$ cat src/rtl/idist_pkg.sv
package idist_pkg;

  // Register regions of the distributor
  typedef enum logic [2:0] {
    RG_NONE,
    RG_CTRL,
    RG_TYPE,
    RG_ENSET,
    RG_ENCLR,
    RG_PEND,
    RG_TGT,
    RG_CFG
  } idist_rg_e;

  // Word (address >> 2) base of each region
  localparam logic [9:0] WB_CTRL  = 10'h000;
  localparam logic [9:0] WB_TYPE  = 10'h001;
  localparam logic [9:0] WB_ENSET = 10'h040;
  localparam logic [9:0] WB_ENCLR = 10'h060;
  localparam logic [9:0] WB_PEND  = 10'h080;
  localparam logic [9:0] WB_TGT   = 10'h100;
  localparam logic [9:0] WB_CFG   = 10'h200;

  localparam int LOCAL_IDS = 32;
  localparam int FIXED_IDS = 16;

  // Decoded write strobe handed to the state holders
  typedef struct packed {
    logic        wr;
    idist_rg_e   rg;
    logic [9:0]  idx;
    logic [31:0] data;
  } idist_wr_t;

endpackage

$ cat src/rtl/idist_capture.sv
module idist_capture #(
  parameter int N = 32
) (
  input  logic         clk,
  input  logic         rst_n,
  input  logic [N-1:0] line_i,
  input  logic [N-1:0] edge_i,
  input  logic [N-1:0] clr_i,
  input  logic         gate_i,
  output logic [N-1:0] pend_o
);

  logic [N-1:0] prev_q;
  logic [N-1:0] latch_q;
  logic [N-1:0] rise;

  // A rise counts only while forwarding is globally on
  assign rise = line_i & ~prev_q & edge_i & {N{gate_i}};

  always_ff @(posedge clk or negedge rst_n) begin
    if (!rst_n) begin
      prev_q  <= '0;
      latch_q <= '0;
    end else begin
      prev_q  <= line_i;
      latch_q <= (latch_q & ~clr_i) | rise;
    end
  end

  // Edge IDs show the latch, level IDs follow the live line
  assign pend_o = (edge_i & latch_q) | (~edge_i & line_i);

endmodule

$ cat src/rtl/idist_local.sv
module idist_local
  import idist_pkg::*;
#(
  parameter int MY_CPU = 0,
  parameter int CPU_W  = 2
) (
  input  logic             clk,
  input  logic             rst_n,
  input  idist_wr_t        wr_i,
  input  logic [CPU_W-1:0] wr_cpu_i,
  input  logic [31:0]      line_i,
  input  logic             gate_i,
  input  logic [31:0]      clr_i,
  output logic [31:0]      en_o,
  output logic [31:0]      edge_o,
  output logic [31:0]      pend_o
);

  localparam int CFG_N = LOCAL_IDS - FIXED_IDS;

  logic [31:0]      en_q;
  logic [CFG_N-1:0] cfg_q;
  logic             mine;

  assign mine = wr_i.wr && (wr_cpu_i == CPU_W'(MY_CPU));

  always_ff @(posedge clk or negedge rst_n) begin
    if (!rst_n) begin
      en_q  <= '0;
      cfg_q <= '0;
    end else if (mine) begin
      case (wr_i.rg)
        RG_ENSET: if (wr_i.idx == 10'd0) en_q <= en_q | wr_i.data;
        RG_ENCLR: if (wr_i.idx == 10'd0) en_q <= en_q & ~wr_i.data;
        RG_CFG: begin
          if (wr_i.idx == 10'd1) begin
            for (int j = 0; j < CFG_N; j++) cfg_q[j] <= wr_i.data[2*j+1];
          end
        end
        default: ;
      endcase
    end
  end

  // IDs below FIXED_IDS are always edge
  assign edge_o = {cfg_q, {FIXED_IDS{1'b1}}};
  assign en_o   = en_q;

  idist_capture #(.N(32)) u_cap (
    .clk    (clk),
    .rst_n  (rst_n),
    .line_i (line_i),
    .edge_i (edge_o),
    .clr_i  (clr_i),
    .gate_i (gate_i),
    .pend_o (pend_o)
  );

endmodule

$ cat src/rtl/idist_shared.sv
module idist_shared
  import idist_pkg::*;
#(
  parameter int NUM_CPU = 4,
  parameter int NUM_IRQ = 64
) (
  input  logic                           clk,
  input  logic                           rst_n,
  input  idist_wr_t                      wr_i,
  input  logic [NUM_IRQ-33:0]            line_i,
  input  logic                           gate_i,
  input  logic [NUM_IRQ-33:0]            clr_i,
  output logic [NUM_IRQ-33:0]            en_o,
  output logic [NUM_IRQ-33:0]            edge_o,
  output logic [NUM_IRQ-33:0][NUM_CPU-1:0] tgt_o,
  output logic [NUM_IRQ-33:0]            pend_o
);

  localparam int NSPI = NUM_IRQ - LOCAL_IDS;

  logic [NSPI-1:0]              en_q;
  logic [NSPI-1:0]              edge_q;
  logic [NSPI-1:0][NUM_CPU-1:0] tgt_q;

  always_ff @(posedge clk or negedge rst_n) begin
    if (!rst_n) begin
      en_q   <= '0;
      edge_q <= '0;
      tgt_q  <= '0;
    end else if (wr_i.wr) begin
      for (int i = 0; i < NSPI; i++) begin
        case (wr_i.rg)
          RG_ENSET:
            if (int'(wr_i.idx) == (i + LOCAL_IDS) / 32 && wr_i.data[(i + LOCAL_IDS) % 32])
              en_q[i] <= 1'b1;
          RG_ENCLR:
            if (int'(wr_i.idx) == (i + LOCAL_IDS) / 32 && wr_i.data[(i + LOCAL_IDS) % 32])
              en_q[i] <= 1'b0;
          RG_TGT:
            if (int'(wr_i.idx) == (i + LOCAL_IDS) / 4)
              tgt_q[i] <= wr_i.data[8*((i + LOCAL_IDS) % 4) +: NUM_CPU];
          RG_CFG:
            if (int'(wr_i.idx) == (i + LOCAL_IDS) / 16)
              edge_q[i] <= wr_i.data[2*((i + LOCAL_IDS) % 16) + 1];
          default: ;
        endcase
      end
    end
  end

  assign en_o   = en_q;
  assign edge_o = edge_q;
  assign tgt_o  = tgt_q;

  idist_capture #(.N(NSPI)) u_cap (
    .clk    (clk),
    .rst_n  (rst_n),
    .line_i (line_i),
    .edge_i (edge_q),
    .clr_i  (clr_i),
    .gate_i (gate_i),
    .pend_o (pend_o)
  );

endmodule

$ cat src/rtl/idist_top.sv
module idist_top
  import idist_pkg::*;
#(
  parameter int NUM_CPU = 4,
  parameter int NUM_IRQ = 64,
  localparam int CPU_W  = (NUM_CPU > 1) ? $clog2(NUM_CPU) : 1,
  localparam int ID_W   = $clog2(NUM_IRQ)
) (
  input  logic                       clk,
  input  logic                       rst_n,
  input  logic                       req_valid_i,
  output logic                       req_ready_o,
  input  logic                       req_write_i,
  input  logic [CPU_W-1:0]           req_cpu_i,
  input  logic [11:0]                req_addr_i,
  input  logic [31:0]                req_wdata_i,
  output logic                       rsp_valid_o,
  input  logic                       rsp_ready_i,
  output logic [31:0]                rsp_rdata_o,
  input  logic [NUM_CPU*32-1:0]      local_irq_i,
  input  logic [NUM_IRQ-33:0]        spi_irq_i,
  input  logic                       ack_valid_i,
  input  logic [CPU_W-1:0]           ack_cpu_i,
  input  logic [ID_W-1:0]            ack_id_i,
  output logic [NUM_CPU*NUM_IRQ-1:0] irq_o
);

  localparam int NSPI = NUM_IRQ - LOCAL_IDS;
  localparam int NW32 = NUM_IRQ / 32;
  localparam int NW4  = NUM_IRQ / 4;
  localparam int NW16 = NUM_IRQ / 16;
  localparam logic [4:0] TYPE_FIELD = 5'(NW32 - 1);

  // ---------------- decode ----------------
  logic [9:0] word;
  idist_rg_e  rg;
  logic [9:0] idx;
  logic       accept;
  idist_wr_t  wr;
  logic       unused_addr;

  assign word        = req_addr_i[11:2];
  assign unused_addr = ^req_addr_i[1:0];

  always_comb begin
    rg  = RG_NONE;
    idx = '0;
    if (word == WB_CTRL) begin
      rg = RG_CTRL;
    end else if (word == WB_TYPE) begin
      rg = RG_TYPE;
    end else if (word >= WB_ENSET && word < WB_ENSET + 10'(NW32)) begin
      rg = RG_ENSET; idx = word - WB_ENSET;
    end else if (word >= WB_ENCLR && word < WB_ENCLR + 10'(NW32)) begin
      rg = RG_ENCLR; idx = word - WB_ENCLR;
    end else if (word >= WB_PEND && word < WB_PEND + 10'(NW32)) begin
      rg = RG_PEND; idx = word - WB_PEND;
    end else if (word >= WB_TGT && word < WB_TGT + 10'(NW4)) begin
      rg = RG_TGT; idx = word - WB_TGT;
    end else if (word >= WB_CFG && word < WB_CFG + 10'(NW16)) begin
      rg = RG_CFG; idx = word - WB_CFG;
    end
  end

  logic rsp_valid_q;
  logic [31:0] rsp_data_q;

  assign req_ready_o = !rsp_valid_q || rsp_ready_i;
  assign accept      = req_valid_i && req_ready_o;

  assign wr.wr   = accept && req_write_i;
  assign wr.rg   = rg;
  assign wr.idx  = idx;
  assign wr.data = req_wdata_i;

  // ---------------- global enable ----------------
  logic ctrl_q;
  always_ff @(posedge clk or negedge rst_n) begin
    if (!rst_n) ctrl_q <= 1'b0;
    else if (wr.wr && rg == RG_CTRL) ctrl_q <= req_wdata_i[0];
  end

  // ---------------- banked private state ----------------
  logic [NUM_CPU-1:0][31:0] loc_en, loc_edge, loc_pend, loc_clr;

  for (genvar c = 0; c < NUM_CPU; c++) begin : g_cpu
    assign loc_clr[c] = (ack_valid_i && ack_cpu_i == CPU_W'(c) && ack_id_i < ID_W'(LOCAL_IDS))
                        ? (32'h1 << ack_id_i[4:0]) : 32'h0;

    idist_local #(.MY_CPU(c), .CPU_W(CPU_W)) u_loc (
      .clk      (clk),
      .rst_n    (rst_n),
      .wr_i     (wr),
      .wr_cpu_i (req_cpu_i),
      .line_i   (local_irq_i[c*32 +: 32]),
      .gate_i   (ctrl_q),
      .clr_i    (loc_clr[c]),
      .en_o     (loc_en[c]),
      .edge_o   (loc_edge[c]),
      .pend_o   (loc_pend[c])
    );
  end

  // ---------------- shared state ----------------
  logic [NSPI-1:0]              spi_en, spi_edge, spi_pend, spi_clr;
  logic [NSPI-1:0][NUM_CPU-1:0] spi_tgt;
  logic                         unused_spi_edge;

  assign spi_clr = (ack_valid_i && ack_id_i >= ID_W'(LOCAL_IDS))
                   ? (NSPI'(1) << (ack_id_i - ID_W'(LOCAL_IDS))) : '0;
  assign unused_spi_edge = ^spi_edge;

  idist_shared #(.NUM_CPU(NUM_CPU), .NUM_IRQ(NUM_IRQ)) u_spi (
    .clk    (clk),
    .rst_n  (rst_n),
    .wr_i   (wr),
    .line_i (spi_irq_i),
    .gate_i (ctrl_q),
    .clr_i  (spi_clr),
    .en_o   (spi_en),
    .edge_o (spi_edge),
    .tgt_o  (spi_tgt),
    .pend_o (spi_pend)
  );

  // ---------------- read mux ----------------
  logic [31:0] rd_data;
  logic [31:0] sel_en, sel_edge, sel_pend;
  logic [7:0]  own_byte;

  assign own_byte = 8'h01 << req_cpu_i;

  always_comb begin
    sel_en = '0; sel_edge = '0; sel_pend = '0;
    for (int c = 0; c < NUM_CPU; c++) begin
      if (req_cpu_i == CPU_W'(c)) begin
        sel_en = loc_en[c]; sel_edge = loc_edge[c]; sel_pend = loc_pend[c];
      end
    end
    rd_data = '0;
    case (rg)
      RG_CTRL: rd_data[0] = ctrl_q;
      RG_TYPE: rd_data[4:0] = TYPE_FIELD;
      RG_ENSET, RG_ENCLR: begin
        if (idx == 10'd0) rd_data = sel_en;
        else for (int i = 0; i < NSPI; i++)
          if (int'(idx) == (i + LOCAL_IDS) / 32) rd_data[(i + LOCAL_IDS) % 32] = spi_en[i];
      end
      RG_PEND: begin
        if (idx == 10'd0) rd_data = sel_pend;
        else for (int i = 0; i < NSPI; i++)
          if (int'(idx) == (i + LOCAL_IDS) / 32) rd_data[(i + LOCAL_IDS) % 32] = spi_pend[i];
      end
      RG_TGT: begin
        if (idx < 10'd8) rd_data = {4{own_byte}};
        else for (int i = 0; i < NSPI; i++)
          if (int'(idx) == (i + LOCAL_IDS) / 4)
            rd_data[8*((i + LOCAL_IDS) % 4) +: NUM_CPU] = spi_tgt[i];
      end
      RG_CFG: begin
        if (idx == 10'd0) rd_data = 32'hAAAA_AAAA;
        else if (idx == 10'd1) begin
          for (int j = 0; j < LOCAL_IDS - FIXED_IDS; j++) rd_data[2*j+1] = sel_edge[FIXED_IDS+j];
        end else for (int i = 0; i < NSPI; i++)
          if (int'(idx) == (i + LOCAL_IDS) / 16) rd_data[2*((i + LOCAL_IDS) % 16) + 1] = spi_edge[i];
      end
      default: rd_data = '0;
    endcase
  end

  // ---------------- response channel ----------------
  always_ff @(posedge clk or negedge rst_n) begin
    if (!rst_n) begin
      rsp_valid_q <= 1'b0;
      rsp_data_q  <= '0;
    end else if (accept && !req_write_i) begin
      rsp_valid_q <= 1'b1;
      rsp_data_q  <= rd_data;
    end else if (rsp_ready_i) begin
      rsp_valid_q <= 1'b0;
    end
  end

  assign rsp_valid_o = rsp_valid_q;
  assign rsp_rdata_o = rsp_data_q;

  // ---------------- request forming ----------------
  logic [NUM_CPU*NUM_IRQ-1:0] irq_d, irq_q;

  always_comb begin
    for (int c = 0; c < NUM_CPU; c++) begin
      for (int n = 0; n < LOCAL_IDS; n++)
        irq_d[c*NUM_IRQ + n] = ctrl_q & loc_en[c][n] & loc_pend[c][n];
      for (int i = 0; i < NSPI; i++)
        irq_d[c*NUM_IRQ + LOCAL_IDS + i] = ctrl_q & spi_en[i] & spi_pend[i] & spi_tgt[i][c];
    end
  end

  always_ff @(posedge clk or negedge rst_n) begin
    if (!rst_n) irq_q <= '0;
    else        irq_q <= irq_d;
  end

  assign irq_o = irq_q;

endmodule

$ cat config.mk
export PLATFORM = sky130hd
export DESIGN_NAME = idist_top
export DESIGN_NICKNAME = d
export VERILOG_FILES = /design/src/rtl/idist_pkg.sv /design/src/rtl/idist_capture.sv /design/src/rtl/idist_local.sv /design/src/rtl/idist_shared.sv /design/src/rtl/idist_top.sv
export SDC_FILE = /design/constraint.sdc
export NUM_CORES = 2
export LEC_CHECK = 0
export ABC_CLOCK_PERIOD_IN_PS = 2800
export BUFFER_PORTS_ARGS = -buffer_cell sky130_fd_sc_hd__buf_4
export CAP_MARGIN = 30
export CORE_ASPECT_RATIO = 0.5
export CORE_UTILIZATION = 48
export DETAILED_ROUTE_END_ITERATION = 16
export GPL_TIMING_DRIVEN = 0
export HOLD_SLACK_MARGIN = 0.12
export PLACE_DENSITY = 0.74
export SLEW_MARGIN = 20
export SYNTH_ARGS = -nofsm -noshare
export SYNTH_HDL_FRONTEND = slang
export SYNTH_SLANG_ARGS = --single-unit
$ cat constraint.sdc
create_clock -name clk -period 2.8 [get_ports clk]
set_input_delay 0.14 -clock clk [delete_from_list [all_inputs] [get_ports clk]]
set_output_delay 0.14 -clock clk [all_outputs]
set_load 0.05 [all_outputs]
==> results.sh <==
export IMPL_synth_seq_cells=994
export IMPL_core_um2=84600
export IMPL_worstPathCellList="buf_12 -> clkinvlp_4 -> ha_4 -> a21bo_4 -> a22oi_2 -> o21a_2 -> o211ai_1 -> buf_4 -> buf_6 -> buf_6 -> o31ai_4 -> a211oi_2 -> a21oi_2 -> o21ai_0 -> or4_4 -> o211ai_1"
export IMPL_syn_avg_cell_area_um2=12.4
export IMPL_syn_area_um2=41400
export IMPL_grt_pass1_vias=36300
export IMPL_cts_root_buf="clkbuf_16"
export IMPL_synth_main_ff_cell="dfrtp_1"
export IMPL_routedWlPerCell_um=34.0
export IMPL_cpLargestDelayFamily="compound AO/OA/AOI/OAI gates"
export IMPL_clk_pin_slew_ns=0.07
export IMPL_syn2layout_area_growth_pct=39.3
export IMPL_nNetsFinal=4626
export IMPL_grt_pass1_wl_mm=263
export IMPL_synthCells=3334
export IMPL_crit_arrival_ns=3.72
export IMPL_rsz0062_at_grt="true"
export IMPL_finalClockSkew_ns=0.0382
export IMPL_io_buffers=489
export IMPL_slowest_stage="or4_4"
export IMPL_combPwrFrac=0.107
export IMPL_io_pins=510
export IMPL_peakVddDrop_uv=431
export IMPL_cts_num_sinks=994
export IMPL_drcViolationCount=0
export IMPL_yosys_warnings=0
export IMPL_drtIter0Drc=5659
export IMPL_htreeDepth=3
export IMPL_cts_tree="done"
export IMPL_instances_no_fill=5627
export IMPL_numCtsBuffers=88
export IMPL_max_stage_delay_ns=0.64
export IMPL_clockBufferDepth=3
export IMPL_final_hold_viol_count=0
export IMPL_setup_viol=214
export IMPL_gp_congestion=1.06
export IMPL_pwr_share_seq=0.474
export IMPL_grt_start_max_net_pins=144
export IMPL_clock_latency_ns=0.71
export IMPL_drt_pass1_iterations=10
export IMPL_dieArea_um2=87600
export IMPL_p_sw_mw=8.03
export IMPL_tightest_slew_ns=1.21
export IMPL_violations="setup timing"
export IMPL_final_max_slew_violation_count=0
export IMPL_worstHoldPathType="primary input to flop"
export IMPL_ant_nets=0
export IMPL_layout_commonest_cell="dfrtp_1"
export IMPL_synthArstFlopShare=1.00
export IMPL_grt_overflow=0
export IMPL_fin_crit_sh=1.11
export IMPL_antenna_found_initial=22
export IMPL_max_clock_freq_ghz=0.322
export IMPL_num_rows=75
export IMPL_wl_mm=192
export IMPL_dp_cells=5006
export IMPL_internal_power_mw=23.3
export IMPL_status="complete, but fails checks"
export IMPL_dp_hpwl_mm=136
export IMPL_synth_edf_count=0
export IMPL_timing_slew_headroom=0.193
export IMPL_path_max_fanout=7
export IMPL_dr_total_vias=37200
export IMPL_path_buf_inv=5
export IMPL_clockPowerShare=0.419
export IMPL_dieHeight_um=210
export IMPL_vias_per_cell=6.61
export IMPL_max_cap_viol_count=0
export IMPL_period_minus_slack_ns=3.11
export IMPL_ys_seq_area_frac=0.600
export IMPL_switching_share=0.256
export IMPL_start_util=0.490
export IMPL_p_per_area_nw_per_um2=542
export IMPL_setup_slack_ns=-0.308
export IMPL_syn_nets=3568
export IMPL_drive_above_1_share=0.354
export IMPL_startpoint_type="primary input"
export IMPL_final_cell_mix="dfrtp_1, buf_4, dlygate4sd3_1"
export IMPL_power_leakage_nw=27.9
export IMPL_cp_required_ns=3.41
export IMPL_fp_dieW_um=418
export IMPL_track_usage=0.426
export IMPL_fillers=5941
export IMPL_cp_end_kind="flop"
export IMPL_synthDistinctLibCells=78
export IMPL_critPathKind="primary input to flop"
export IMPL_hold_slack_ns=0.119
-- per-layer routing --
layer | vias up | part of all wire | GRT usage
met5 | - | 0.0026 | 0
met2 | 2980 | 0.42 | 0.615
met1 | 19000 | 0.36 | 0.536
li1 | 14400 | - | -
met4 | 30 | 0.060 | 0.190
met3 | 791 | 0.16 | 0.214
-- worst reg2reg max path, delay by kind of cell (launching register included) --
kind	cells	cell delay (ns)
buffers and inverters	3	1.98
and+or+nand+nor	1	0.37
DFF	1	0.33
-- synth_stat cells (6+ instances only) --
cell type / number / area share
a211oi_1: 8 / 0.0014
a21oi_1: 182 / 0.022
a221o_1: 8 / 0.0019
a221oi_1: 21 / 0.0044
a222oi_1: 13 / 0.0031
a22o_1: 12 / 0.0025
a22oi_1: 30 / 0.0054
a31oi_1: 166 / 0.025
and2_1: 134 / 0.020
and3_1: 170 / 0.026
buf_1: 20 / 0.0018
buf_2: 24 / 0.0029
clkbuf_1: 188 / 0.017
dfrtp_1: 994 / 0.60
ha_1: 14 / 0.0042
inv_1: 10 / 0.00091
mux2_2: 309 / 0.084
mux2_4: 10 / 0.0036
mux2i_1: 12 / 0.0029
mux4_2: 80 / 0.043
nand2_1: 255 / 0.023
nand2b_1: 7 / 0.0011
nand3_1: 27 / 0.0033
nand3b_1: 66 / 0.012
nand4_1: 11 / 0.0017
nand4b_1: 98 / 0.021
nor2_1: 89 / 0.0081
nor3_1: 12 / 0.0014
nor4_1: 14 / 0.0021
o211a_1: 11 / 0.0027
o211ai_1: 12 / 0.0022
o21ai_0: 207 / 0.025
o22ai_1: 14 / 0.0021
or3_1: 8 / 0.0012
or4_1: 6 / 0.0011
-- metrics by stage --
step | setup slack [ns] | power [mW] | setup TNS (ns) | area (um^2) | utilization
global placement | -9.71 | 17.5 | - | 47200 | 0.557
floorplan | -0.464 | 16.1 | -55.40 | 42100 | -
CTS | -0.259 | 30.9 | -8.74 | 56200 | 0.664
detailed placement | -1.90 | 17.6 | -583.59 | 47700 | 0.563
finish | -0.308 | 31.3 | -32.83 | 57700 | 0.682
global route | -0.325 | 31.9 | -41.02 | 57700 | 0.682
-- power by group through the flow --
stage | clock, mW | combinational (mW) | sequential, mW
4_1_cts | 13.0 | 3.07 | 14.8
3_3_place_gp | 0 | 2.37 | 15.1
5_1_grt | 13.6 | 3.45 | 14.8
3_5_place_dp | 0 | 2.47 | 15.1
6_report | 13.1 | 3.36 | 14.8
2_1_floorplan | 0 | 0.963 | 15.1
-- final cells by class --
cell class,count,area [um^2],area share
antenna,13,32.5,0.000563
sequential,994,24900,0.431
clock buffer,119,2510,0.0435
timing repair buffer,980,9080,0.157
buffer,221,1680,0.0290
clock inverter,38,504,0.00873
multi-input combinational,2097,17600,0.304
tap,1155,1450,0.0250
inverter,10,55.1,0.000953
-- final timing paths --
check                                                from                              end  slack, ns  cells past startpoint
min                                         spi_irq_i[26]           u_spi.u_cap.prev_q[26]       0.12                      2
max                                        req_addr_i[10]                  rsp_rdata_o[10]      -0.31                     16
max in group asynchronous                           rst_n                        irq_o[38]       0.43                      5
min in group asynchronous                           rst_n                        irq_o[92]       0.61                      3
max reg2reg                                        ctrl_q                       irq_o[221]       0.02                      4
min reg2reg                g_cpu[1].u_loc.u_cap.prev_q[1]  g_cpu[1].u_loc.u_cap.latch_q[1]       0.48                      2
-- cells by family (layout without fill, tap and decap cells) --
group                    Yosys count  count (layout)  share of synthesized area
flip-flops                       994             994                      0.600
AND/OR/NAND/NOR                  932             933                      0.129
AO/OA/AOI/OAI                    733             733                      0.108
multiplexers                     412             412                      0.134
buffers and inverters            244            1368                     0.0232
adder cells (fa/ha/maj)           14              14                    0.00423
XOR/XNOR                           5               5                    0.00106
other                              0              13                          0
-- what timing repair did --
| item | 4_1_cts | 5_1_grt |
|---|---|---|
| setup buffers | 88 | 55 |
| pin swaps | 87 | 104 |
| gates resized for setup | 315 | 264 |
| hold buffers | 297 | 0 |
| cloned | 16 | 6 |
| hold endpoints to repair | 1052 | 0 |
| setup endpoints to repair | 417 | 349 |
(Power assumes the default switching activity.)
